<file path="config.mk">
export PLATFORM = sky130hd
export DESIGN_NAME = radio_cfg_bank
export DESIGN_NICKNAME = d
export VERILOG_FILES = /design/src/rtl/rcb_pkg.sv /design/src/rtl/rcb_sync.sv /design/src/rtl/rcb_shift.sv /design/src/rtl/rcb_words.sv /design/src/rtl/radio_cfg_bank.sv
export SDC_FILE = /design/constraint.sdc
export NUM_CORES = 1
export LEC_CHECK = 0
export BUFFER_PORTS_ARGS = -buffer_cell sky130_fd_sc_hd__buf_2
export CORE_MARGIN = 1
export CORE_UTILIZATION = 28
export DETAILED_ROUTE_END_ITERATION = 16
export PLACE_DENSITY = 0.54
export RECOVER_POWER = 25
export SLEW_MARGIN = 40
export SYNTH_ARGS = -nofsm -noshare
export SYNTH_HDL_FRONTEND = slang
export SYNTH_HIERARCHICAL = 1
export SYNTH_SLANG_ARGS = --single-unit
</file>
<file path="constraint.sdc">
create_clock -name clk -period 1.5 [get_ports clk]
set_input_delay 0.075 -clock clk [delete_from_list [all_inputs] [get_ports clk]]
set_output_delay 0.075 -clock clk [all_outputs]
set_load 0.01 [all_outputs]
</file>
<file path="src/rtl/rcb_pkg.sv">
package rcb_pkg;
    localparam int WORD_W    = 22;
    localparam int ADDR_W    = 2;
    localparam int FRAME_W   = WORD_W + ADDR_W;
    localparam int NUM_WORDS = 1 << ADDR_W;
    localparam int REF_W     = 10;
    localparam int FB_W      = 17;

    localparam int IDX_A = 0;
    localparam int IDX_B = 1;
    localparam int IDX_C = 2;
    localparam int IDX_D = 3;

    localparam int A_OPMODE_LO = 10;
    localparam int A_GAIN_BIT  = 12;
    localparam int A_KEEP1_BIT = 13;
    localparam int A_MODSEL    = 19;
    localparam int B_KEEP1_BIT = 20;
    localparam int C_BAND_BIT  = 17;
    localparam int C_VCO_LO    = 18;
    localparam int C_GAINSRC   = 21;
    localparam int D_MODSRC    = 21;

    typedef logic [WORD_W-1:0] word_t;

    typedef enum logic [1:0] {
        OP_STANDBY = 2'd0,
        OP_RX      = 2'd1,
        OP_TX      = 2'd2,
        OP_IDLE    = 2'd3
    } opmode_e;

    typedef struct packed {
        logic [REF_W-1:0] ref_div;
        logic [FB_W-1:0]  rx_fb;
        logic [FB_W-1:0]  tx_fb;
        logic             band;
        logic [1:0]       vco;
    } preset_t;

    function automatic preset_t preset_for(input logic [1:0] sel);
        preset_t p;
        case (sel)
            2'd0:    p = '{ref_div: 10'd16, rx_fb: 17'd1919, tx_fb: 17'd1943, band: 1'b1, vco: 2'd3};
            2'd1:    p = '{ref_div: 10'd32, rx_fb: 17'd1894, tx_fb: 17'd1942, band: 1'b0, vco: 2'd1};
            2'd2:    p = '{ref_div: 10'd32, rx_fb: 17'd4047, tx_fb: 17'd4095, band: 1'b1, vco: 2'd3};
            default: p = '{ref_div: 10'd18, rx_fb: 17'd766,  tx_fb: 17'd793,  band: 1'b0, vco: 2'd0};
        endcase
        return p;
    endfunction

    function automatic word_t preset_word(input logic [ADDR_W-1:0] idx, input logic [1:0] sel);
        preset_t p;
        word_t   w;
        p = preset_for(sel);
        w = '0;
        case (idx)
            2'd0: begin
                w[REF_W-1:0]   = p.ref_div;
                w[A_KEEP1_BIT] = 1'b1;
            end
            2'd1: begin
                w[REF_W-1:0]   = p.ref_div;
                w[B_KEEP1_BIT] = 1'b1;
            end
            2'd2: begin
                w[FB_W-1:0]             = p.rx_fb;
                w[C_BAND_BIT]           = p.band;
                w[C_VCO_LO+1:C_VCO_LO]  = p.vco;
            end
            default: w[FB_W-1:0] = p.tx_fb;
        endcase
        return w;
    endfunction
endpackage

</file>
<file path="src/rtl/rcb_sync.sv">
module rcb_sync #(
    parameter int WIDTH  = 4,
    parameter int STAGES = 2
) (
    input  logic             clk,
    input  logic             rst_n,
    input  logic [WIDTH-1:0] async_i,
    output logic [WIDTH-1:0] sync_o
);
    logic [WIDTH-1:0] stage_d [STAGES];
    logic [WIDTH-1:0] stage_q [STAGES];

    always_comb begin
        stage_d[0] = async_i;
        for (int i = 1; i < STAGES; i++) begin
            stage_d[i] = stage_q[i-1];
        end
    end

    always_ff @(posedge clk or negedge rst_n) begin
        if (!rst_n) begin
            for (int i = 0; i < STAGES; i++) begin
                stage_q[i] <= '0;
            end
        end else begin
            for (int i = 0; i < STAGES; i++) begin
                stage_q[i] <= stage_d[i];
            end
        end
    end

    assign sync_o = stage_q[STAGES-1];
endmodule

</file>
<file path="src/rtl/rcb_shift.sv">
module rcb_shift
    import rcb_pkg::*;
(
    input  logic              clk,
    input  logic              rst_n,
    input  logic              shift_en_i,
    input  logic              bit_i,
    input  logic              commit_i,
    output logic              load_vld_o,
    output logic [ADDR_W-1:0] load_addr_o,
    output word_t             load_data_o
);
    typedef struct packed {
        logic [FRAME_W-1:0] frame;
    } shift_t;

    shift_t sh_d, sh_q;

    always_comb begin
        sh_d = sh_q;
        if (shift_en_i) begin
            sh_d.frame = {sh_q.frame[FRAME_W-2:0], bit_i};
        end
    end

    always_ff @(posedge clk or negedge rst_n) begin
        if (!rst_n) begin
            sh_q <= '0;
        end else begin
            sh_q <= sh_d;
        end
    end

    // A commit uses the frame as it stood before any shift in the same cycle.
    assign load_vld_o  = commit_i;
    assign load_addr_o = sh_q.frame[FRAME_W-1:WORD_W];
    assign load_data_o = sh_q.frame[WORD_W-1:0];
endmodule

</file>
<file path="src/rtl/rcb_words.sv">
module rcb_words
    import rcb_pkg::*;
(
    input  logic              clk,
    input  logic              rst_n,
    input  logic              preset_en_i,
    input  logic [1:0]        preset_sel_i,
    input  logic              load_vld_i,
    input  logic [ADDR_W-1:0] load_addr_i,
    input  word_t             load_data_i,
    output word_t             words_o [NUM_WORDS]
);
    for (genvar g = 0; g < NUM_WORDS; g++) begin : g_word
        word_t w_d, w_q;

        always_comb begin
            w_d = w_q;
            if (preset_en_i) begin
                w_d = preset_word(ADDR_W'(g), preset_sel_i);
            end else if (load_vld_i && (load_addr_i == ADDR_W'(g))) begin
                w_d = load_data_i;
            end
        end

        always_ff @(posedge clk or negedge rst_n) begin
            if (!rst_n) begin
                w_q <= '0;
            end else begin
                w_q <= w_d;
            end
        end

        assign words_o[g] = w_q;
    end
endmodule

</file>
<file path="src/rtl/radio_cfg_bank.sv">
module radio_cfg_bank
    import rcb_pkg::*;
#(
    parameter int SYNC_STAGES = 2
) (
    input  logic        clk,
    input  logic        rst_n,
    input  logic        re_sclk_i,
    input  logic        te_sdata_i,
    input  logic        fs0_sen_i,
    input  logic        fs1_i,
    input  logic        ext_fsk_i,
    input  logic        ext_gain_low_i,
    output logic        prog_mode_o,
    output logic [1:0]  opmode_o,
    output logic        mod_fsk_o,
    output logic        lna_high_o,
    output logic [9:0]  rx_ref_div_o,
    output logic [9:0]  tx_ref_div_o,
    output logic [16:0] rx_fb_div_o,
    output logic [16:0] tx_fb_div_o,
    output logic        band_o,
    output logic [1:0]  vco_cur_o,
    output logic [21:0] word_a_o,
    output logic [21:0] word_b_o,
    output logic [21:0] word_c_o,
    output logic [21:0] word_d_o
);
    localparam int PIN_W = 4;
    localparam int P_RE  = 0;
    localparam int P_TE  = 1;
    localparam int P_FS0 = 2;
    localparam int P_FS1 = 3;
    localparam int CNT_W = $clog2(SYNC_STAGES + 1);

    typedef struct packed {
        logic [CNT_W-1:0] cnt;
        logic             init;
        logic             ref_fs0;
        logic             prog;
        logic [1:0]       pinmode;
        logic             prev_sclk;
        logic             prev_sen;
    } ctl_t;

    logic [PIN_W-1:0] pins_raw, pins_s;
    ctl_t             st_d, st_q;
    logic             preset_en;
    logic             sclk_rise, sen_rise;
    logic             shift_strobe, wr_strobe;
    logic             init_done;
    logic             load_vld;
    logic [ADDR_W-1:0] load_addr;
    word_t            load_data;
    word_t            words [NUM_WORDS];

    assign pins_raw = {fs1_i, fs0_sen_i, te_sdata_i, re_sclk_i};

    rcb_sync #(
        .WIDTH (PIN_W),
        .STAGES(SYNC_STAGES)
    ) u_sync (
        .clk    (clk),
        .rst_n  (rst_n),
        .async_i(pins_raw),
        .sync_o (pins_s)
    );

    assign sclk_rise    = pins_s[P_RE]  & ~st_q.prev_sclk;
    assign sen_rise     = pins_s[P_FS0] & ~st_q.prev_sen;
    assign shift_strobe = st_q.prog & sclk_rise;
    assign wr_strobe    = st_q.prog & sen_rise;
    assign init_done    = st_q.init;

    always_comb begin
        st_d           = st_q;
        st_d.prev_sclk = pins_s[P_RE];
        st_d.prev_sen  = pins_s[P_FS0];
        st_d.pinmode   = {pins_s[P_TE], pins_s[P_RE]};
        preset_en      = 1'b0;
        if (!st_q.init) begin
            // wait until the synchronizers carry the first post-reset pin sample
            if (st_q.cnt < CNT_W'(SYNC_STAGES)) begin
                st_d.cnt = st_q.cnt + CNT_W'(1);
            end else begin
                st_d.init    = 1'b1;
                st_d.ref_fs0 = pins_s[P_FS0];
                preset_en    = 1'b1;
            end
        end else if (!st_q.prog && (pins_s[P_FS0] != st_q.ref_fs0)) begin
            st_d.prog = 1'b1;
        end
    end

    always_ff @(posedge clk or negedge rst_n) begin
        if (!rst_n) begin
            st_q <= '0;
        end else begin
            st_q <= st_d;
        end
    end

    rcb_shift u_shift (
        .clk        (clk),
        .rst_n      (rst_n),
        .shift_en_i (shift_strobe),
        .bit_i      (pins_s[P_TE]),
        .commit_i   (wr_strobe),
        .load_vld_o (load_vld),
        .load_addr_o(load_addr),
        .load_data_o(load_data)
    );

    rcb_words u_words (
        .clk         (clk),
        .rst_n       (rst_n),
        .preset_en_i (preset_en),
        .preset_sel_i({pins_s[P_FS1], pins_s[P_FS0]}),
        .load_vld_i  (load_vld),
        .load_addr_i (load_addr),
        .load_data_i (load_data),
        .words_o     (words)
    );

    assign prog_mode_o  = st_q.prog;
    assign opmode_o     = st_q.prog ? words[IDX_A][A_OPMODE_LO+1:A_OPMODE_LO] : st_q.pinmode;
    assign mod_fsk_o    = words[IDX_D][D_MODSRC]  ? words[IDX_A][A_MODSEL]   : ext_fsk_i;
    assign lna_high_o   = words[IDX_C][C_GAINSRC] ? words[IDX_A][A_GAIN_BIT] : ~ext_gain_low_i;
    assign rx_ref_div_o = words[IDX_A][REF_W-1:0];
    assign tx_ref_div_o = words[IDX_B][REF_W-1:0];
    assign rx_fb_div_o  = words[IDX_C][FB_W-1:0];
    assign tx_fb_div_o  = words[IDX_D][FB_W-1:0];
    assign band_o       = words[IDX_C][C_BAND_BIT];
    assign vco_cur_o    = words[IDX_C][C_VCO_LO+1:C_VCO_LO];
    assign word_a_o     = words[IDX_A];
    assign word_b_o     = words[IDX_B];
    assign word_c_o     = words[IDX_C];
    assign word_d_o     = words[IDX_D];
endmodule

</file>
Word level (Yosys, flattened, before mapping)
Index checks and enable logic that the tools add are counted.
W data, S select, Z words.
{ "classes": {"addsub": 1, "n_lt_le_gt_ge": 1, "reduce_logical": 15, "n_mux": 16, "eq_ne": 6, "bitwise_logic": 9} }
{ "op_table": {"columns": ["op", "count"], "rows": [
  ["$mux W22", 8],
  ["$pmux W43 S3", 1],
  ["$reduce_bool A2 Y1", 4],
  ["$eq A2 B2 Y1 const B", 3],
  ["$mux W2", 3],
  ["$reduce_and A2 Y1", 3],
  ["$logic_and A1 B1 Y1", 5],
  ["$not A1 Y1", 5],
  ["$and A1 B1 Y1", 4],
  ["$eq A2 B1 Y1 const B", 2],
  ["$logic_not A2 Y1", 2],
  ["$mux W1", 4],
  ["$add A2 B1 Y2 const B", 1],
  ["$lt A2 B2 Y1 const B", 1],
  ["$logic_not A1 Y1", 1],
  ["$ne A1 B1 Y1", 1]
]} }
{ "totals": {"regBits": 129, "input_bits": 8, "elab_cells": 62, "output_inout_bits": 150} }

Longest topological paths before layout
{ "logic_depth": {"ltp_word": 6, "depth_mapped": 6, "ltp_nobuf": 4} }

Modules after synthesis
The synthesis kept the hierarchy.
{ "by_module_without_submodules": {"columns": ["mod", "seq_area_each_um2", "cells_each", "area_each_um2", "instances"], "rows": [
  ["rcb_words", 2202.1, 400, 3696.0, 1],
  ["rcb_shift", 600.6, 52, 1004.7, 1],
  ["radio_cfg_bank", 200.2, 81, 753.2, 1],
  ["rcb_sync", 200.2, 8, 200.2, 1]
]} }

Least setup slack after synthesis
No wires, ideal clock.
{ "synth_path": {"kind": "register -> register", "startpoint": "register u_sync.stage_q, in the netlist u_sync/sync_o[2]", "endpoint": "register u_words.g_word[0].w_q[13]", "required_ns": 1.373, "stages_incl_launch_ff": 7, "t_arrival_ns": 1.446, "n_path_buf": 2, "setup_slack_ns": -0.073, "setup_ns": 0.127, "period_less_slack_ns": 1.573, "cell_sequence": "dfrtp_1 and3b_1 buf_4 or3b_4 buf_6 nand2_1 nand3b_1"} }
{ "synth_between": {"elab_chain_len": 4} }
{ "synth_rtl": {"columns": ["element", "line", "source"], "rows": [
  ["start: declaration", "rcb_sync.sv:11", "logic [WIDTH-1:0] stage_q [STAGES];"],
  ["start signal: indexed assignment", "rcb_sync.sv:27", "stage_q[i] <= stage_d[i];"],
  ["$and A1 B1 Y1", "radio_cfg_bank.sv:70", "assign sen_rise = pins_s[P_FS0] & ~st_q.prev_sen;"],
  ["$and A1 B1 Y1", "radio_cfg_bank.sv:72", "assign wr_strobe = st_q.prog & sen_rise;"],
  ["net wr_strobe", "radio_cfg_bank.sv:50", "logic shift_strobe, wr_strobe;"],
  ["$logic_and A1 B1 Y1", "rcb_words.sv:20", "end else if (load_vld_i && (load_addr_i == ADDR_W'(g))) begin"],
  ["$reduce_bool A2 Y1 (no line)", null, null],
  ["end signal: assignment", "rcb_words.sv:29", "w_q <= w_d;"],
  ["end: declaration", "rcb_words.sv:14", "word_t w_d, w_q;"]
]} }
The timed path passes the listed nets, and every way through them passes these cells.
A chain may end at the register's enable or synchronous reset.

Final worst setup path
{ "layout_path": {"startpoint": "register st_q, in the netlist prog_mode_o", "endpoint": "output opmode_o[1]"} }
{ "layout_between": {"elab_chain_len": 1} }
{ "layout_rtl": {"columns": ["element", "line", "source"], "rows": [
  ["start: declaration", "radio_cfg_bank.sv:47", "ctl_t st_d, st_q;"],
  ["start signal: assignment", "radio_cfg_bank.sv:99", "st_q <= st_d;"],
  ["$mux W2", "radio_cfg_bank.sv:126", "assign opmode_o = st_q.prog ? words[IDX_A][A_OPMODE_LO+1:A_OPMODE_LO] : st_q.pinmode;"],
  ["end: declaration", "radio_cfg_bank.sv:15", "output logic [1:0] opmode_o,"]
]} }
No other way between the ends.

==> flow_summary.json <==
{
  "viasPerCell": 4.42,
  "rows": 51,
  "utilization_pct": 36.6,
  "ant_nets": 0,
  "power.total_uw": 10100,
  "syn_inst": 541,
  "grt_first_pass_wirelength_um": 23500,
  "top_level_ports": 158,
  "port_buffers": 157,
  "layout.cells.non_filler": 937,
  "hold_viol": 0,
  "critPathLaunchType": "flop",
  "cts_tree": "built",
  "path_max_fanout": 5,
  "place_inst": 899,
  "vdd_drop_max_v": 0.000713,
  "dp_hpwl_um": 10300,
  "cts_root_buffer": "clkbuf_16",
  "synth_edf_count": 0,
  "grt_pass1_vias": 3980,
  "drtPass1Iterations": 4,
  "max_freq_mhz": 679,
  "post_cts_buffers": 0,
  "clk_latency_ns": 0.42,
  "clockBufferDepth": 2,
  "cp_slowest_cell": "dfrtp_2",
  "die_w_um": 144,
  "vias": 4137,
  "power_frac_seq_pct": 43.7,
  "crit_chain": "buf_6 > mux2_4 > buf_6",
  "wl_per_cell_um": 16.5,
  "synth_area_leaders": "dfrtp_1 57%, nand2_1 10%, a21oi_1 8.6%, buf_4 8.2%, mux2_4 5.6%",
  "grt_overflow_total": 0,
  "fin_area_mm2": 0.00720,
  "yosys_register_bits": 128,
  "status": "completed",
  "synthDistinctLibCells": 29,
  "drive_above_1_share_pct": 37.5,
  "synth_area_mm2": 0.00565,
  "antenna_found_initial": 0,
  "gp_congestion": 0.717,
  "yosysSeqAreaShare_pct": 56.6,
  "drc": 0,
  "avgSynthCellArea_um2": 10.5,
  "ys_warn_count": 6,
  "numCtsBuffers": 17,
  "synth_nets": 554,
  "fin_nets": 672,
  "yosysMostFrequentCell": "nand2_1",
  "hold_path.class": "primary input to flop",
  "critPathRequiredTime_ns": 1.42,
  "p_sw_share_pct": 27.7,
  "finalCriticalPeriod_ns": 1.47,
  "synth_common_cells": "152 x nand2_1, 128 x dfrtp_1, 97 x a21oi_1, 62 x buf_4, 21 x mux2_4",
  "cts.reportedPaths.clkPinSlew_ns": 0.06,
  "synth_top_area_cell": "dfrtp_1",
  "slew_violations": 0,
  "tns_ns": 0,
  "multi_input_area_mm2": 0.00186,
  "rsz0062_at_grt": "true",
  "num-fill-cells": 1967,
  "crit_path_max_incr_delay_ns": 0.42,
  "cap_viol_max_count": 0,
  "routed_wl_um": 15500,
  "p_leak_uw": 0.00359,
  "dieArea_mm2": 0.0208,
  "arrival_ns": 1.40,
  "clock-sinks": 128,
  "combPwrFrac_pct": 12.1,
  "grt_usage_pct": 15.6,
  "p_int_uw": 7280,
  "path_class": "flop to output pin",
  "regArea_mm2": 0.00321,
  "power_frac_clock_pct": 44.2,
  "cpMostUsedCell": "buf_6",
  "initial_core_util_pct": 28.8,
  "power.density_mw_per_mm2": 1400,
  "period_share_pct": 98.2,
  "drt_iter0_drc": 209,
  "num_antenna_cells": 0,
  "yosysTopAreaCellShare_pct": 56.6,
  "grt_start_max_net_pins": 42,
  "switchingPower_uw": 2790,
  "tightest_slew_ns": 1.15,
  "synth-async-reset-ratio_pct": 100,
  "skew_ns": 0.00764,
  "slew_headroom_pct": 23.4,
  "die_h_um": 144,
  "core-area_mm2": 0.0197,
  "placed_area_mm2": 0.00648,
  "crit_path_end_kind": "output pin",
  "synth_flop_cell": "dfrtp_1",
  "htreeDepth": 4,
  "syn_to_final_growth_pct": 27.3,
  "finalSetupViolCount": 0
}
[critical path, delay by kind of cell, from the launching register on]
kind                   cells  cell delay, ns
multiplexers               1            0.30
flip-flops                 1            0.42
buffers and inverters      2            0.26
[power by group through the flow]
| stage | logic, uW | clock network (uW) | registers [uW] |
|---|---|---|---|
| after detailed placement | 1180 | 0 | 4470 |
| after floorplan | 790 | 0 | 4280 |
| after CTS | 1240 | 4530 | 4410 |
| after global placement | 1150 | 0 | 4470 |
| after global routing | 1350 | 4690 | 4470 |
| final | 1220 | 4450 | 4400 |
[stage by stage]
| stage | worst slack (ns) | hold WS (ns) |
|---|---|---|
| 2_1_floorplan | 0.00165 | -0.221 |
| 4_1_cts | 0.00235 | 0.166 |
| 6_report | 0.0273 | 0.295 |
| 5_1_grt | -0.0166 | 0.285 |
| 3_5_place_dp | -0.0387 | 0.0435 |
| 3_3_place_gp | 0.00887 | 0.0444 |
[state kept, by name, indices dropped and copies added (netlist names)]
signal,flops
init_done,1
prog_mode_o,1
st_q,6
u_shift/sh_q,24
u_sync/stage_d,4
u_sync/sync_o,4
u_words/g_word.w_q,88
[logic make-up after synthesis]
kind of cell | after synthesis | share of synthesized area (%)
AO/OA/AOI/OAI | 108 | 10.0
XOR/XNOR | 2 | 0.310
adder cells (fa/ha/maj) | 5 | 1.11
buffers and inverters | 92 | 11.4
flip-flops | 128 | 56.6
multiplexers | 28 | 6.97
AND/OR/NAND/NOR | 178 | 13.5
[layout make-up]
type	count	area share, %
Clock buffer	17	5.91
Sequential cell	128	44.5
Clock inverter	15	2.87
Inverter	3	0.156
Multi-Input combinational cell	323	25.8
Tap cell	265	4.61
Timing Repair Buffer	186	16.1
[metal layers]
layer  wire length, um  GRT usage [%]
met5                 0              0
met4               170           5.32
met3               910           4.17
met1              7390           22.0
met2              7020           22.8
[path summary, 6_finish.rpt]
path	cells after the start	startpoint	slack, ns	to
max	3	prog_mode_o	0.03	opmode_o[1]
min	2	fs1_i	0.29	u_sync/stage_d[3]
max reg2reg	5	prog_mode_o	0.07	u_words/g_word[3].w_q[3]
min reg2reg	0	u_sync/stage_d[1]	0.35	u_sync/sync_o[1]
max in group asynchronous	3	rst_n	0.24	u_words/g_word[0].w_q[0]
min in group asynchronous	2	rst_n	0.43	u_sync/stage_d[3]
[placed cells by master (no fill, tap or decap), drive strengths merged]
cell type / instances
a21o: 2
a21oi: 97
a22oi: 8
and2: 1
and3: 1
and3b: 4
buf: 180
bufinv: 4
clkbuf: 18
clkinv: 5
clkinvlp: 1
dfrtp: 128
dlygate4sd3: 5
ha: 5
inv: 8
mux2: 28
nand2: 152
nand3: 1
nand3b: 11
nor2: 1
nor2b: 5
nor3b: 1
o21ai: 1
or2: 1
or3b: 2
xnor2: 1
xor2: 1
[timing repair]
item / CTS / global route
gates cloned: 1 / 1
hold buffers: 5 / 0
gates resized for setup: 4 / 9
setup endpoints to repair: 24 / 67
hold endpoints to repair: 132 / 0
(Power assumes the default switching activity.)
